`src/rtl/fid_pkg.sv`:
```
package fid_pkg;
  typedef enum logic [1:0] {
    STEP_IDLE = 2'd0,
    STEP_ONE  = 2'd1,
    STEP_TWO  = 2'd2
  } step_t;

  localparam logic [15:0] UNLOCK_ADDR_A = 16'h5555;
  localparam logic [15:0] UNLOCK_ADDR_B = 16'h2AAA;
  localparam logic [15:0] CMD_KEY_A     = 16'h00AA;
  localparam logic [15:0] CMD_KEY_B     = 16'h0055;
  localparam logic [15:0] CMD_ENTER_ID  = 16'h0090;
  localparam logic [15:0] CMD_LEAVE_ID  = 16'h00F0;
  localparam logic [15:0] CODE_MAKER    = 16'h00BF;
  localparam logic [15:0] CODE_PART     = 16'h734A;
endpackage

```
`src/rtl/fid_cmd_seq.sv`:
```
module fid_cmd_seq
  import fid_pkg::*;
#(
  parameter int CMD_AW = 15,
  parameter int DATA_W = 16
) (
  input  logic              clk,
  input  logic              rst,
  input  logic              wr_en,
  input  logic              busy,
  input  logic [CMD_AW-1:0] cmd_addr,
  input  logic [DATA_W-1:0] wdata,
  output logic              id_active
);
  localparam logic [CMD_AW-1:0] ADR_A = CMD_AW'(UNLOCK_ADDR_A);
  localparam logic [CMD_AW-1:0] ADR_B = CMD_AW'(UNLOCK_ADDR_B);

  step_t step_q, step_d;
  logic  id_q, id_d;
  logic  at_a, at_b, is_ka, is_kb, is_ent, is_lv;

  assign at_a   = (cmd_addr == ADR_A);
  assign at_b   = (cmd_addr == ADR_B);
  assign is_ka  = (wdata == DATA_W'(CMD_KEY_A));
  assign is_kb  = (wdata == DATA_W'(CMD_KEY_B));
  assign is_ent = (wdata == DATA_W'(CMD_ENTER_ID));
  assign is_lv  = (wdata == DATA_W'(CMD_LEAVE_ID));

  always_comb begin
    step_d = step_q;
    id_d   = id_q;
    if (wr_en) begin
      step_d = STEP_IDLE;
      case (step_q)
        STEP_IDLE: begin
          if (at_a && is_ka) step_d = STEP_ONE;
          else if (is_lv && !busy) id_d = 1'b0;
        end
        STEP_ONE: begin
          if (at_b && is_kb) step_d = STEP_TWO;
        end
        STEP_TWO: begin
          if (at_a && is_ent) id_d = 1'b1;
          else if (at_a && is_lv && !busy) id_d = 1'b0;
        end
        default: step_d = STEP_IDLE;
      endcase
    end
  end

  always_ff @(posedge clk) begin
    if (rst) begin
      step_q <= STEP_IDLE;
      id_q   <= 1'b0;
    end else begin
      step_q <= step_d;
      id_q   <= id_d;
    end
  end

  assign id_active = id_q;
endmodule

```
`src/rtl/fid_read_mux.sv`:
```
module fid_read_mux
  import fid_pkg::*;
#(
  parameter int OFS_W  = 18,
  parameter int DATA_W = 16
) (
  input  logic              id_active,
  input  logic [OFS_W-1:0]  offset,
  input  logic [DATA_W-1:0] array_rdata,
  output logic [DATA_W-1:0] rd_value
);
  logic [DATA_W-1:0] id_value;

  always_comb begin
    if (offset == OFS_W'(0))      id_value = DATA_W'(CODE_MAKER);
    else if (offset == OFS_W'(1)) id_value = DATA_W'(CODE_PART);
    else                          id_value = '0;
  end

  assign rd_value = id_active ? id_value : array_rdata;
endmodule

```
`src/rtl/fid_idmode_ctrl.sv`:
```
module fid_idmode_ctrl #(
  parameter int ADDR_W = 20,
  parameter int DATA_W = 16,
  parameter int BANK_W = 2,
  parameter int CMD_AW = 15
) (
  input  logic              clk,
  input  logic              rst,
  input  logic              wr_en,
  input  logic              rd_en,
  input  logic [ADDR_W-1:0] addr,
  input  logic [DATA_W-1:0] wdata,
  input  logic              busy,
  input  logic [DATA_W-1:0] array_rdata,
  output logic [DATA_W-1:0] rdata
);
  localparam int OFS_W = ADDR_W - BANK_W;

  logic              id_active;
  logic [OFS_W-1:0]  offset;
  logic [DATA_W-1:0] rd_value;
  logic              unused_bank;

  assign offset      = addr[OFS_W-1:0];
  assign unused_bank = ^addr[ADDR_W-1:OFS_W];

  fid_cmd_seq #(.CMD_AW(CMD_AW), .DATA_W(DATA_W)) u_seq (
    .clk      (clk),
    .rst      (rst),
    .wr_en    (wr_en),
    .busy     (busy),
    .cmd_addr (addr[CMD_AW-1:0]),
    .wdata    (wdata),
    .id_active(id_active)
  );

  fid_read_mux #(.OFS_W(OFS_W), .DATA_W(DATA_W)) u_mux (
    .id_active  (id_active),
    .offset     (offset),
    .array_rdata(array_rdata),
    .rd_value   (rd_value)
  );

  always_ff @(posedge clk) begin
    if (rst)        rdata <= '0;
    else if (rd_en) rdata <= rd_value;
  end
endmodule

```
`config.mk`:
```
export PLATFORM = sky130hd
export DESIGN_NAME = fid_idmode_ctrl
export DESIGN_NICKNAME = d
export VERILOG_FILES = /design/src/rtl/fid_pkg.sv /design/src/rtl/fid_cmd_seq.sv /design/src/rtl/fid_read_mux.sv /design/src/rtl/fid_idmode_ctrl.sv
export SDC_FILE = /design/constraint.sdc
export NUM_CORES = 1
export LEC_CHECK = 0
export BUFFER_PORTS_ARGS = -buffer_cell sky130_fd_sc_hd__buf_2
export CAP_MARGIN = 0
export CORE_AREA = 4 4 47 70
export CTS_CLUSTER_DIAMETER = 200
export DETAILED_ROUTE_END_ITERATION = 8
export DIE_AREA = 0 0 51 74
export PLACE_DENSITY_LB_ADDON = 0.08
export SYNTH_ARGS = -nofsm -noshare
export SYNTH_HDL_FRONTEND = slang
export SYNTH_SLANG_ARGS = --single-unit
export TNS_END_PERCENT = 5
```
`constraint.sdc`:
```
create_clock -name clk -period 1.8 [get_ports clk]
set_input_delay 0.18 -clock clk [delete_from_list [all_inputs] [get_ports clk]]
set_output_delay 0.18 -clock clk [all_outputs]
set_load 0.01 [all_outputs]
```
Word-level counts from Yosys, hierarchy flattened
Index checks and enable logic that the tools add are counted.
{"block": "op_classes", "eq_ne": 12, "mux": 11, "reduce_logical": 11}
{"cell": "== test 16 x 8 -> 1 bit, second input constant", "n": 3}
{"cell": "two-way mux 16 bit", "n": 2}
{"cell": "== test 18 x 1 -> 1 bit, second input constant", "n": 1}
{"cell": "logical NOT 18 bit", "n": 1}
{"cell": "== test 16 x 7 -> 1 bit, second input constant", "n": 1}
{"cell": "== test 15 x 14 -> 1 bit, second input constant", "n": 1}
{"cell": "== test 15 bit, second input constant", "n": 1}
{"cell": "two-way mux 15 bit", "n": 1}
{"cell": "logical AND 1 bit", "n": 6}
{"cell": "two-way mux 1 bit", "n": 5}
{"cell": "AND reduction 5 bit", "n": 1}
{"cell": "one-hot mux 2 bit (2 select lines)", "n": 1}
{"cell": "!= test 3 x 1 -> 1 bit, second input constant", "n": 1}
{"cell": "== test 2 x 1 -> 1 bit, second input constant", "n": 1}
{"cell": "== test 2 bit, second input constant", "n": 1}
{"cell": "logical NOT 2 bit", "n": 1}
{"cell": "two-way mux 2 bit", "n": 1}
{"cell": "!= test 2 x 1 -> 1 bit, second input constant", "n": 1}
{"cell": "!= test 2 bit, second input constant", "n": 1}
{"cell": "one-hot mux 1 bit (2 select lines)", "n": 1}
{"cell": "nonzero test 2 bit", "n": 1}
{"cell": "logical NOT 1 bit", "n": 1}
{"block": "totals", "register_bits": 19, "input_bits": 57, "output_inout_bits": 16, "wordCells": 37}

Depth between registers and ports, before layout
Gate-level depths: netlist (run 1).
{"block": "depth", "depth_word": 6, "mapped_depth": 5, "mapped_depth_nobuf": 4}

Cells and area by module
A second synthesis (run 1) with hierarchy kept.
{"block": "hier_totals", "hier_cells": 135, "area_unflattened_um2": 1191.1}
{"mod": "fid_idmode_ctrl", "instances": 1, "cells_each": 52, "area_per_inst_um2": 580.6, "seq_area_each_um2": 320.3}
{"mod": "fid_cmd_seq", "instances": 1, "cells_each": 43, "area_per_inst_um2": 360.3, "seq_area_each_um2": 60.1}
{"mod": "fid_read_mux", "instances": 1, "cells_each": 40, "area_per_inst_um2": 250.2, "seq_area_each_um2": 0.0}

Worst setup path after synthesis (run 1)
OpenSTA, ideal clock, no wires.
{"block": "synth_timing", "kind": "input -> register", "from": "in addr[13]", "to": "reg u_seq.id_q, in the netlist u_seq.id_active", "setup_ns": 0.120, "arrival_time_ns": 1.451, "required_ns": 1.680, "slack_ns": 0.230, "path_stages": 4, "path_buffers": 0, "path_cell_list": "or4_4 nor4_4 nand4_1 a211o_1"}
{"block": "synth_between", "elab_chain_len": 5, "word_cells_on_any_way": 10, "classes_between": "eq/ne (3); mux (2); reduce/logical (5)"}
{"element": "from (decl)", "line": "fid_idmode_ctrl.sv:11", "source": "input logic [ADDR_W-1:0] addr,"}
{"element": "== test 15 bit (*)", "line": "fid_cmd_seq.sv:22", "source": "assign at_a = (cmd_addr == ADR_A);"}
{"element": "logical AND 1 bit (2 in a row)", "line": "fid_cmd_seq.sv:44", "source": "else if (at_a && is_lv && !busy) id_d = 1'b0;"}
{"element": "!= test 3 x 1 -> 1 bit (no line)"}
{"element": "AND reduction 5 bit (no line)"}
{"element": "to (signal assigned)", "line": "fid_cmd_seq.sv:57", "source": "id_q <= id_d;"}
{"element": "to (decl)", "line": "fid_cmd_seq.sv:19", "source": "logic id_q, id_d;"}
Mark *: on every way between the ends. The rest lies on a longest branch, timed or not.
A chain may end at the register's enable or synchronous reset.

Worst setup path after layout (run 1)
{"block": "layout_timing", "from": "reg u_seq.step_q[0]", "to": "reg u_seq.step_q[1]"}
{"block": "layout_between", "elab_chain_len": 2, "word_cells_on_any_way": 3, "classes_between": "eq/ne (1); mux (1); reduce/logical (1)"}
{"element": "from (decl)", "line": "fid_cmd_seq.sv:18", "source": "step_t step_q, step_d;"}
{"element": "from (signal assigned)", "line": "fid_cmd_seq.sv:56", "source": "step_q <= step_d;"}
{"element": "== test 2 x 1 -> 1 bit / logical NOT 2 bit (equally long branches)", "line": "fid_cmd_seq.sv:34", "source": "case (step_q)"}
{"element": "one-hot mux 2 bit (2 select lines) (*)", "line": "fid_cmd_seq.sv:34"}
Marked as above.

==> impl_summary.log, run 1 <==
[metrics] post-layout worst setup margin: ~0.26 ns
[metrics] number of standard cells after synthesis: 122
[metrics] Tot GR Track Use: 16.1%
[metrics] synthesized net count: roughly 180
[metrics] clk sink count: 19
[metrics] Die Y: 74 µm
[metrics] instance count along the most critical hold path: 3
[metrics] largest family of logic cells by synthesized area: simple AND/OR/NAND/NOR gates
[metrics] gpl congestion: approximately 0.75
[metrics] crit end category: register
[metrics] area fraction in compound gates after synthesis: 17.7%
[metrics] global-route wire length before repair: 4.87 mm
[metrics] worst slack at placement: 0.0148 ns
[metrics] maximum clock rate: 0.648 GHz
[metrics] antenna violations before repair: 0
[metrics] post-CTS setup repair buffer count: 0
[metrics] power per standard cell area: 604 mW/mm²
[metrics] per-cell routed wire length: 12.8 µm
[metrics] Critical Path Source Type: register
[metrics] flops & latches, synth: 19
[metrics] Total Wirelength: 2.95 mm
[metrics] # port buffers: 70
[metrics] Metal-1 WL: approximately 1.1 mm
[metrics] metal2 WL: about 1.6 mm
[metrics] number of nets in the layout: 251
[metrics] Final Power: 0.903 mW
[metrics] clock root cell: sky130_fd_sc_hd__clkbuf_8
[metrics] final-layout fill cell count: 275
[metrics] final non-filler cell area: 0.00150 mm²
[metrics] total congestion overflow: 0
[metrics] data arrival time of the critical path: ~1.7 ns
[metrics] largest net degree at the start of global routing: 22
[metrics] I/O pin count: 73
[metrics] iteration-0 DRC count of the detailed router: 17
[metrics] final count of negative-setup-slack endpoints: 0
[metrics] Sw Ratio: 24.0%
[metrics] end point of the worst hold path: rdata[15]$_SDFFE_PP0P_
[metrics] Placement Rows: 23
[metrics] hold slack: 0.158 ns
[metrics] starting utilization of the core area: 39.4%
[metrics] sum of negative setup slack: 0 ns
[metrics] transition time of the tightest slew-check pin: a little under 0.6 ns
[metrics] warnings from Yosys: 0
[metrics] mux cell area share after synthesis: 0%
[metrics] leakage power summed over all cells: 0.679 nW
[metrics] area growth from synthesis to final layout: 41.8%
[metrics] simple logic cell fraction of the synthesized area: 44.1%
[metrics] final count of pins violating max slew: 0
[metrics] detailed-route via count: roughly 1.2k
[metrics] power share of the combinational group: between 15 and 20%
[metrics] Post-Synthesis Cell Area: roughly 0.0011 mm²
[metrics] setup repair after global routing missed its margin: false
[metrics] number of distinct library cells after synthesis: 30
[metrics] Hold Startpoint: array_rdata[15]
[metrics] width of the die: 51 µm
[metrics] drt pass-1 iters: 4
[metrics] run status: finished, final reports clean
[metrics] met3 wire length: 212 µm
[metrics] net switching component of the power: 0.217 mW
[metrics] setup slack of the worst register-to-register path: approximately 0.26 ns
[metrics] post-detailed-placement half-perimeter wirelength: 2.46 mm
[metrics] Critical R2R Capture: u_seq.step_q[1]$_SDFFE_PP0P_
[metrics] Clock Power Share: 31.2%
[metrics] number of buffers between clock root and the deepest sink: 2
[metrics] register clock-pin slew on the reported worst setup and hold paths: around 0.070 ns
[metrics] Max-Slew Margin vs Limit: 60.6%
[metrics] adder and majority gate portion of the synthesized area: 0%
[metrics] endpoints failing hold: 0
[metrics] number of buffers inserted during clock tree synthesis: 3
[metrics] FF-to-FF path depth: 4
[metrics] area inside the core boundary: about 0.0027 mm²
[metrics] clock period minus worst slack: between 1.5 and 2 ns
[metrics] Layout Skew: 0.00553 ns
[metrics] area enclosed by the die boundary: 0.00377 mm²
[metrics] xor and xnor area share after synthesis: 0%
[metrics] required time at the endpoint of the critical path: 1.98 ns
[metrics] cell internal pwr: 0.686 mW
[metrics] per-instance average area after synthesis: 8.65 µm²
[metrics] n_diodes: 0
[metrics] biggest fanout along the worst timing path: 6
[metrics] clock tree from TritonCTS: built
[metrics] register area share after synthesis: 36.1%
[metrics] layout cells sized above 1: between 40 and 50%
[metrics] post-route DRC violation count: 0
[metrics] placed inst area: 0.00145 mm²
[metrics] worst min-delay path category: in -> reg
[metrics] sequential fraction of design power: roughly half
[metrics] critical path type: reg -> reg
[metrics] per-cell via count in the routed design: 5.11
[metrics] Critical R2R Launch: u_seq.step_q[0]$_SDFFE_PP0P_
[metrics] latest clock arrival within the worst-skew pair: 0.25 ns
[metrics] post-route clock period utilization: 85.7%
[metrics] Max-Cap Viols: 0
[metrics] antenna viol nets, final: 0
[metrics] number of global-route vias before repair: 1218
[metrics] worst IR drop on VDD: 0.331 mV
[metrics] CTS H-tree depth: 1
[metrics] highest metal layer with signal wires: met4
[synthesized netlist by cell type, drive strengths merged]
master	n	area share (%)
a21oi	31	15
dfxtp	19	36
nor2b	17	10
nor4	7	9.0
nand2b	5	3.0
nand3b	5	3.9
nand4	5	3.0
nor2	5	1.8
clkbuf	4	1.4
or4	4	3.6
nand2	2	0.71
nand3	2	1.4
nand4b	2	1.7
nor3b	2	1.4
nor4bb	2	1.9
or3	2	1.3
a211o	1	0.83
a31oi	1	0.59
and2	1	0.59
buf	1	0.36
inv	1	0.36
o2111a	1	1.1
o21ai	1	0.47
or3b	1	0.83
[per-layer routing]
layer	vias to the layer above	track usage, %
met5	-	0
met4	0	5.99
met3	2	2.20
met2	53	32.4
met1	522	16.1
li1	599	-
[sequential cells by signal, indices dropped and copies added (netlist names)]
register and count:
u_seq.id_active 1, u_seq.step_q 2, rdata 16
[cell type report]
cell class	instances	area, µm²	share of cell area, %
well taps	37	46.3	3.10
inverters	1	3.75	0.251
multi-input cells	97	654	43.8
clock buffers	4	45.0	3.01
repair buffers	72	365	24.4
flip-flops and latches	19	380	25.4
[timing repair]
item / in CTS / in global routing
gates resized for setup: 0 / 1
hold buffers: 0 / 0
endpoints found under the setup margin: 0 / 2
hold endpoints to repair: 0 / 0
[placed cells by master, fill, tap and decap left out, types with 2 or more instances in the layout]
cell type | netlist | routed
sky130_fd_sc_hd__or4_4 | 2 | 2
sky130_fd_sc_hd__clkbuf_8 | 0 | 3
sky130_fd_sc_hd__nor2b_1 | 17 | 16
sky130_fd_sc_hd__nor2_1 | 5 | 5
sky130_fd_sc_hd__nor4_1 | 3 | 3
sky130_fd_sc_hd__nand2b_1 | 5 | 5
sky130_fd_sc_hd__dfxtp_1 | 19 | 19
sky130_fd_sc_hd__buf_4 | 0 | 2
sky130_fd_sc_hd__nor3b_1 | 2 | 2
sky130_fd_sc_hd__nor4bb_1 | 2 | 2
sky130_fd_sc_hd__nand4_1 | 5 | 5
sky130_fd_sc_hd__nand3b_1 | 4 | 4
sky130_fd_sc_hd__a21oi_1 | 31 | 31
sky130_fd_sc_hd__nand4b_1 | 2 | 2
sky130_fd_sc_hd__nor4_4 | 3 | 3
sky130_fd_sc_hd__or4_1 | 2 | 2
sky130_fd_sc_hd__nand2_1 | 2 | 2
sky130_fd_sc_hd__buf_2 | 0 | 70
[worst max-delay path: stages (launching register included)]
cell	delay (ns)
sky130_fd_sc_hd__dfxtp_1	0.42
sky130_fd_sc_hd__or3b_2	0.47
sky130_fd_sc_hd__nor4_1	0.31
sky130_fd_sc_hd__nand4_1	0.13
sky130_fd_sc_hd__a21oi_1	0.14
[logic make-up (layout without fill, tap and decap cells)]
family                 Yosys count  in the layout
flip-flops                      19             19
AO/OA/AOI/OAI                   35             35
buffers and inverters            6             77
AND/OR/NAND/NOR                 62             62
[power by group through the flow]
| stage | Sequential [mW] | Combinational (mW) | Clock [mW] |
|---|---|---|---|
| global route | 0.448 | 0.194 | 0.311 |
| CTS | 0.447 | 0.177 | 0.289 |
| floorplan | 0.467 | 0.0657 | 0 |
| global placement | 0.456 | 0.170 | 0 |
| finish | 0.447 | 0.175 | 0.281 |
| detailed placement | 0.456 | 0.177 | 0 |
[worst max path at each step]
| stage | to | slack [ns] | startpoint | cells after the start |
|---|---|---|---|---|
| 2_1_floorplan | u_seq.id_active$_SDFFE_PP0P_ | 0.23 | addr[13] | 4 |
| 3_3_place_gp | u_seq.id_active$_SDFFE_PP0P_ | 0.04 | addr[13] | 5 |
| 3_5_place_dp | u_seq.id_active$_SDFFE_PP0P_ | 0.01 | addr[13] | 5 |
| 4_1_cts | rdata[14]$_SDFFE_PP0P_ | 0.20 | u_seq.id_active$_SDFFE_PP0P_ | 3 |
| 5_1_grt | u_seq.step_q[1]$_SDFFE_PP0P_ | 0.13 | u_seq.step_q[0]$_SDFFE_PP0P_ | 4 |
| 6_report | u_seq.step_q[1]$_SDFFE_PP0P_ | 0.26 | u_seq.step_q[0]$_SDFFE_PP0P_ | 4 |
[through the flow]
stage                     utilization (%)  instances
after floorplan                         -        122
after global placement               54.1        226
after detailed placement             54.1        226
after CTS                            55.8        230
after global routing                 55.9        230
final                                55.9        230
(Power assumes the default switching activity.)
==> inputs of run 2 (changes only) <==
--- a/config.mk
+++ b/config.mk
@@ -12,6 +12,7 @@
 export DETAILED_ROUTE_END_ITERATION = 8
 export DIE_AREA = 0 0 51 74
 export PLACE_DENSITY_LB_ADDON = 0.08
+export REMOVE_ABC_BUFFERS = 1
 export SYNTH_ARGS = -nofsm -noshare
 export SYNTH_HDL_FRONTEND = slang
 export SYNTH_SLANG_ARGS = --single-unit
==> run 2 against run 1 <==
Setup slack worse by 0.087 ns. Die area stayed put. Critical path type unchanged. Sequential power is essentially flat. Critical endpoint is now rdata[9]$_SDFFE_PP0P_. Largest power group unchanged. Non-clock buffer count increased by 1.
==> impl_summary.log, run 2 (synthesized netlist as in run 1, its figures left out) <==
[metrics] run status: finished, final reports clean
[metrics] Critical Path Source Type: register
[metrics] Max-Slew Margin vs Limit: 28.2% (-32 points)
[metrics] FF/Latch Area: 380 µm² (unchanged)
[metrics] Total Wirelength: 3.11 mm (+5.3%)
[metrics] setup slack of the worst register-to-register path: 0.17 ns (-0.09 ns)
[metrics] Die Y: 74 µm (unchanged)
[metrics] detailed-route via count: 1214 (+3.2%)
[metrics] final-layout fill cell count: 284 (+3.3%)
[metrics] drt pass-1 iters: 4 (unchanged)
[metrics] latest clock arrival within the worst-skew pair: 0.25 ns (about the same)
[metrics] worst setup path startpoint: u_seq.id_active$_SDFFE_PP0P_
[metrics] clk sink count: 19 (unchanged)
[metrics] Layout Skew: 0.00153 ns (-0.00400 ns)
[metrics] post-route DRC violation count: 0 (unchanged)
[metrics] biggest fanout along the worst timing path: 16 (+10)
[metrics] area enclosed by the die boundary: 0.00377 mm² (unchanged)
[metrics] n_diodes: 0 (unchanged)
[metrics] most frequent standard cell in the layout excluding fill and tap cells: sky130_fd_sc_hd__buf_2
[metrics] # port buffers: 70 (unchanged)
[metrics] placed inst area: 0.00146 mm² (+0.52%)
[metrics] per-cell via count in the routed design: 5.26 (+2.8%)
[metrics] global-route wire length before repair: 5.11 mm (+4.9%)
[metrics] commonest non-fill, non-tap cells in the layout: 70 x sky130_fd_sc_hd__buf_2, 31 x sky130_fd_sc_hd__a21oi_1, 19 x sky130_fd_sc_hd__dfxtp_1, 17 x sky130_fd_sc_hd__nor2b_1
[metrics] antenna viol nets, final: 0 (unchanged)
[metrics] Max-Cap Viols: 0 (unchanged)
[metrics] final count of pins violating max slew: 0 (unchanged)
[metrics] worst IR drop on VDD: 0.286 mV (-14%)
[metrics] critical path type: reg -> reg
[metrics] setup repair after global routing missed its margin: false
[metrics] I/O pin count: 73 (unchanged)
[metrics] Critical R2R Capture: rdata[9]$_SDFFE_PP0P_
[metrics] number of hold buffers added after cts: 0 (unchanged)
[metrics] clock root cell: sky130_fd_sc_hd__clkbuf_8
[metrics] FF-to-FF path depth: 3 (-1)
[metrics] Most Frequent Cell on Critical Path: sky130_fd_sc_hd__a21oi_1
[metrics] iteration-0 DRC count of the detailed router: 23 (+6)
[metrics] CTS H-tree depth: 1 (unchanged)
[metrics] layout cells sized above 1: 44.8% (+0.29 points)
[metrics] width of the die: 51 µm (unchanged)
[metrics] antenna violations before repair: 0 (unchanged)
[metrics] Tot GR Track Use: 17.4% (+1.3 points)
[metrics] Worst Setup EP: rdata[9]$_SDFFE_PP0P_
[metrics] sequential fraction of design power: 49.0% (-0.5 points)
[metrics] post-route clock period utilization: 90.5% (+4.8 points)
[metrics] register clock-pin slew on the reported worst setup and hold paths: 0.07 ns (about the same)
[metrics] crit end category: register
[metrics] data arrival time of the critical path: 1.81 ns (+0.09 ns)
[metrics] worst slack at placement: 0.0293 ns (+0.0145 ns)
[metrics] leakage power summed over all cells: 0.685 nW (+0.94%)
[metrics] Clock Power Share: 31.6% (+0.4 points)
[metrics] post-layout worst setup margin: 0.171 ns (-0.0865 ns)
[metrics] final non-filler cell area: 0.00150 mm² (+0.42%)
[metrics] total congestion overflow: 0 (unchanged)
[metrics] power share of the combinational group: 19.4% (about the same)
[metrics] cell internal pwr: 0.684 mW (-0.31%)
[metrics] area inside the core boundary: 0.00268 mm² (unchanged)
[metrics] final count of negative-setup-slack endpoints: 0 (unchanged)
[metrics] number of nets in the layout: 252 (+0.40%)
[metrics] Cell Chain, Critical Path: nor2b_1, a21oi_1, a21oi_1
[metrics] Critical R2R Launch: u_seq.id_active$_SDFFE_PP0P_
[metrics] Max stage delay on crit path: 0.84 ns (+0.37 ns)
[metrics] clock tree from TritonCTS: built
[metrics] post-detailed-placement half-perimeter wirelength: 2.61 mm (+6.4%)
[metrics] Sw Ratio: 25.1% (+1.1 points)
[metrics] number of resized instances in the post-cts repair step: 0 (unchanged)
[metrics] per-cell routed wire length: 13.5 µm (+4.8%)
[metrics] maximum clock rate: 0.614 GHz (-5.3%)
[metrics] largest net degree at the start of global routing: 18 (-18%)
[metrics] number of buffers between clock root and the deepest sink: 2 (unchanged)
[metrics] standard cell with the maximum stage delay on the critical path: sky130_fd_sc_hd__nor2b_1
[metrics] clock period minus worst slack: 1.63 ns (+0.0865 ns)
[metrics] endpoints failing hold: 0 (unchanged)
[metrics] number of buffers inserted during clock tree synthesis: 3 (unchanged)
[metrics] number of global-route vias before repair: 1208 (-0.82%)
[metrics] multi-input gate area in the final layout: 652 µm² (-0.38%)
[metrics] Most flops, register: rdata
[metrics] area growth from synthesis to final layout: 42.3%
[metrics] gpl congestion: 0.696 (-6.7%)
[metrics] sum of negative setup slack: 0 ns (unchanged)
[metrics] starting utilization of the core area: 39.4% (unchanged)
[metrics] Placement Rows: 23 (unchanged)
[metrics] post-CTS setup repair buffer count: 0 (unchanged)
[metrics] transition time of the tightest slew-check pin: 1.07 ns (+0.486 ns)
[metrics] power per standard cell area: 608 mW/mm² (+0.68%)
[metrics] net switching component of the power: 0.229 mW (+5.6%)
[metrics] required time at the endpoint of the critical path: 1.98 ns (about the same)
[metrics] max reg flops: 16 (unchanged)
[metrics] Final Power: 0.912 mW (+1.1%)
[metrics] worst min-delay path category: in -> reg
-- run 2: worst max-delay path, delay by kind of cell, from the launching register on --
kind | cells | cell delay [ns]
flip-flops | 1 | 0.35
AO/OA/AOI/OAI | 2 | 0.37
AND/OR/NAND/NOR | 1 | 0.84
-- run 2: per-layer routing --
layer / vias up / part of all wire, % / GRT usage (%)
met3: 2 / 7.0 / 2.81
met4: 0 / 0.80 / 6.29
met1: 571 / 36 / 18.0
met2: 44 / 56 / 34.1
li1: 597 / - / -
met5: - / 0 / 0
-- run 2: power by group through the flow --
stage	Sequential (mW)	Combinational, mW	Clock (mW)
floorplan	0.467	0.0568	0
global placement	0.456	0.172	0
detailed placement	0.457	0.180	0
CTS	0.447	0.180	0.295
global route	0.449	0.196	0.319
finish	0.447	0.177	0.288
-- run 2: worst min path at each step --
| stage | startpoint | end | slack [ns] | cells past startpoint |
|---|---|---|---|---|
| after floorplan | rst | rdata[0]$_SDFFE_PP0P_ | 0.25 | 1 |
| after global placement | array_rdata[15] | rdata[15]$_SDFFE_PP0P_ | 0.41 | 3 |
| after detailed placement | array_rdata[10] | rdata[10]$_SDFFE_PP0P_ | 0.42 | 3 |
| after CTS | array_rdata[10] | rdata[10]$_SDFFE_PP0P_ | 0.15 | 3 |
| after global routing | array_rdata[15] | rdata[15]$_SDFFE_PP0P_ | 0.17 | 3 |
| final | array_rdata[10] | rdata[10]$_SDFFE_PP0P_ | 0.15 | 3 |
-- run 2: through the flow --
stage / hold slack [ns] / utilization (%) / cells
floorplan: 0.249 / - / 117
global placement: 0.407 / 54.4 / 227
detailed placement: 0.419 / 54.4 / 227
CTS: 0.154 / 56.1 / 231
global route: 0.169 / 56.1 / 231
finish: 0.154 / 56.1 / 231
-- run 2: area by class of cell --
type                            instances  share of cell area (%)
Clock buffer                            3                    2.75
Clock inverter                          1                   0.333
Inverter                                1                   0.250
Multi-Input combinational cell         97                    43.4
Sequential cell                        19                    25.3
Tap cell                               37                    3.08
Timing Repair Buffer                   73                    24.8
==> inputs of run 3 (changes only) <==
--- a/config.mk
+++ b/config.mk
@@ -11,7 +11,7 @@
 export CTS_CLUSTER_DIAMETER = 200
 export DETAILED_ROUTE_END_ITERATION = 8
 export DIE_AREA = 0 0 51 74
-export PLACE_DENSITY_LB_ADDON = 0.08
+export PLACE_DENSITY = 0.76
 export REMOVE_ABC_BUFFERS = 1
 export SYNTH_ARGS = -nofsm -noshare
 export SYNTH_HDL_FRONTEND = slang
==> run 3 against run 2 <==
Cell area about the same. Sequential cell count unchanged. Core utilization about the same. Maximum frequency up 6.6%. Routed wire length up 5.1%. Highest routed layer unchanged. Power down 0.46%.
==> impl_summary.log, run 3 (synthesized netlist as in run 1, its figures left out) <==
[metrics] worst IR drop on VDD: 0.410 mV (+44%)
[metrics] biggest fanout along the worst timing path: 6 (-10)
[metrics] area enclosed by the die boundary: 0.00377 mm² (unchanged)
[metrics] multi-input gate area in the final layout: 652 µm² (unchanged)
[metrics] gpl congestion: 0.796 (+14%)
[metrics] Max-Cap Viols: 0 (unchanged)
[metrics] placed inst area: 0.00146 mm² (unchanged)
[metrics] drt pass-1 iters: 4 (unchanged)
[metrics] setup repair after global routing missed its margin: false
[metrics] iteration-0 DRC count of the detailed router: 21 (-8.7%)
[metrics] area growth from synthesis to final layout: 42.2% (about the same)
[metrics] CTS H-tree depth: 1 (unchanged)
[metrics] critical path type: reg -> reg
[metrics] Total Wirelength: 3.27 mm (+5.1%)
[metrics] Tot GR Track Use: 18.6% (+1.3 points)
[metrics] layout cells sized above 1: 44.3% (-0.52 points)
[metrics] clock period minus worst slack: 1.53 ns (-0.102 ns)
[metrics] final count of pins violating max slew: 0 (unchanged)
[metrics] clock tree from TritonCTS: built
[metrics] most frequent standard cell in the layout excluding fill and tap cells: sky130_fd_sc_hd__buf_2
[metrics] leakage power summed over all cells: 0.683 nW (-0.40%)
[metrics] non-filler cells, final: 231 (unchanged)
[metrics] Most flops, register: rdata
[metrics] clk sink count: 19 (unchanged)
[metrics] number of buffers inserted during clock tree synthesis: 3 (unchanged)
[metrics] number of resized instances in the post-cts repair step: 0 (unchanged)
[metrics] antenna viol nets, final: 0 (unchanged)
[metrics] number of global-route vias before repair: 1351 (+12%)
[metrics] width of the die: 51 µm (unchanged)
[metrics] # port buffers: 70 (unchanged)
[metrics] latest clock arrival within the worst-skew pair: 0.25 ns (about the same)
[metrics] number of hold buffers added after cts: 0 (unchanged)
[metrics] number of buffers between clock root and the deepest sink: 2 (unchanged)
[metrics] Layout Skew: 0.00578 ns (+0.00425 ns)
[metrics] endpoints failing hold: 0 (unchanged)
[metrics] antenna violations before repair: 0 (unchanged)
[metrics] data arrival time of the critical path: 1.70 ns (-0.11 ns)
[metrics] number of nets in the layout: 252 (unchanged)
[metrics] area inside the core boundary: 0.00268 mm² (unchanged)
[metrics] post-route clock period utilization: 84.9% (-5.6 points)
[metrics] final-layout fill cell count: 263 (-7.4%)
[metrics] post-detailed-placement half-perimeter wirelength: 2.75 mm (+5.3%)
[metrics] required time at the endpoint of the critical path: 1.98 ns (about the same)
[metrics] Placement Rows: 23 (unchanged)
[metrics] max reg flops: 16 (unchanged)
[metrics] post-CTS setup repair buffer count: 0 (unchanged)
[metrics] I/O pin count: 73 (unchanged)
[metrics] total placed cells including tap cells: 227 (unchanged)
[metrics] FF/Latch Area: 380 µm² (unchanged)
[metrics] post-layout worst setup margin: 0.273 ns (+0.102 ns)
[metrics] final count of negative-setup-slack endpoints: 0 (unchanged)
[metrics] worst min-delay path category: in -> reg
[metrics] Die Y: 74 µm (unchanged)
[metrics] worst slack at placement: 0.0393 ns (+0.0100 ns)
[metrics] transition time of the tightest slew-check pin: 0.370 ns (-0.705 ns)
[metrics] sum of negative setup slack: 0 ns (unchanged)
[metrics] Max-Slew Margin vs Limit: 75.3% (+47 points)
[metrics] power per standard cell area: 605 mW/mm² (-0.38%)
[metrics] commonest non-fill, non-tap cells in the layout: 70 x sky130_fd_sc_hd__buf_2, 31 x sky130_fd_sc_hd__a21oi_1, 19 x sky130_fd_sc_hd__dfxtp_1, 17 x sky130_fd_sc_hd__nor2b_1
[metrics] per-cell via count in the routed design: 5.37 (+2.1%)
[metrics] n_diodes: 0 (unchanged)
[metrics] post-route DRC violation count: 0 (unchanged)
[metrics] total congestion overflow: 0 (unchanged)
[metrics] register clock-pin slew on the reported worst setup and hold paths: 0.07 ns (about the same)
[metrics] run status: finished, final reports clean
[metrics] crit end category: register
[metrics] maximum clock rate: 0.655 GHz (+6.6%)
[metrics] per-cell routed wire length: 14.1 µm (+5.1%)
[metrics] global-route wire length before repair: 5.40 mm (+5.5%)
[metrics] detailed-route via count: 1240 (+2.1%)
[metrics] hold slack: 0.168 ns (+0.0134 ns)
[metrics] starting utilization of the core area: 39.4% (unchanged)
[metrics] Critical Path Source Type: register
[metrics] clock root cell: sky130_fd_sc_hd__clkbuf_8
[metrics] largest net degree at the start of global routing: 22 (+4)
[metrics] final non-filler cell area: 0.00150 mm² (about the same)
-- run 3: cell types whose count changed in the layout (fill, tap and decap cells not counted), sizes merged --
| cell | previous run | this run |
|---|---|---|
| clkbuf | 3 | 4 |
| clkinv | 1 | 0 |
-- run 3: metrics by stage --
| step | power [mW] | utilization, % |
|---|---|---|
| final | 0.908 | 56.1 |
| after global routing | 0.967 | 56.1 |
| after CTS | 0.922 | 56.1 |
| after detailed placement | 0.638 | 54.4 |
| after global placement | 0.626 | 54.4 |
| after floorplan | 0.523 | - |
-- run 3: path summary, 6_finish.rpt --
check                               startpoint                            to  slack, ns  cells after the start
setup / recovery  u_seq.step_q[0]$_SDFFE_PP0P_  u_seq.step_q[1]$_SDFFE_PP0P_       0.27                      4
hold / removal                 array_rdata[15]        rdata[15]$_SDFFE_PP0P_       0.17                      3
setup reg to reg  u_seq.step_q[0]$_SDFFE_PP0P_  u_seq.step_q[1]$_SDFFE_PP0P_       0.27                      4
hold reg to reg   u_seq.step_q[1]$_SDFFE_PP0P_  u_seq.step_q[1]$_SDFFE_PP0P_       0.55                      2
-- run 3: routing by layer --
layer  GRT usage [%]  part of all wire [%]  routed length, µm  vias to the layer above
met5               0                     0                  0                        -
met4            11.1                   3.6                118                        0
met3            2.40                   6.8                221                       10
met2            38.3                    57               1880                       56
met1            16.4                    32               1050                      574
li1                -                     -                  -                      600
-- run 3: area by class of cell --
class                   instances  share of cell area, %
well taps                      37                   3.09
flip-flops and latches         19                   25.4
inverters                       1                  0.250
clock buffers                   4                   3.00
repair buffers                 73                   24.9
multi-input cells              97                   43.5
-- run 3: power breakdown --
part / internal [mW] / switching, mW
logic: 0.0905 / 0.0904
registers: 0.440 / 0.00717
clock network: 0.157 / 0.123
total: 0.687 / 0.221
-- run 3: critical path, cell delays in order, from the launching register on --
cell,delay (ns)
sky130_fd_sc_hd__dfxtp_1,0.43
sky130_fd_sc_hd__or3b_2,0.47
sky130_fd_sc_hd__nor4_1,0.28
sky130_fd_sc_hd__nand4_1,0.12
sky130_fd_sc_hd__a21oi_1,0.15
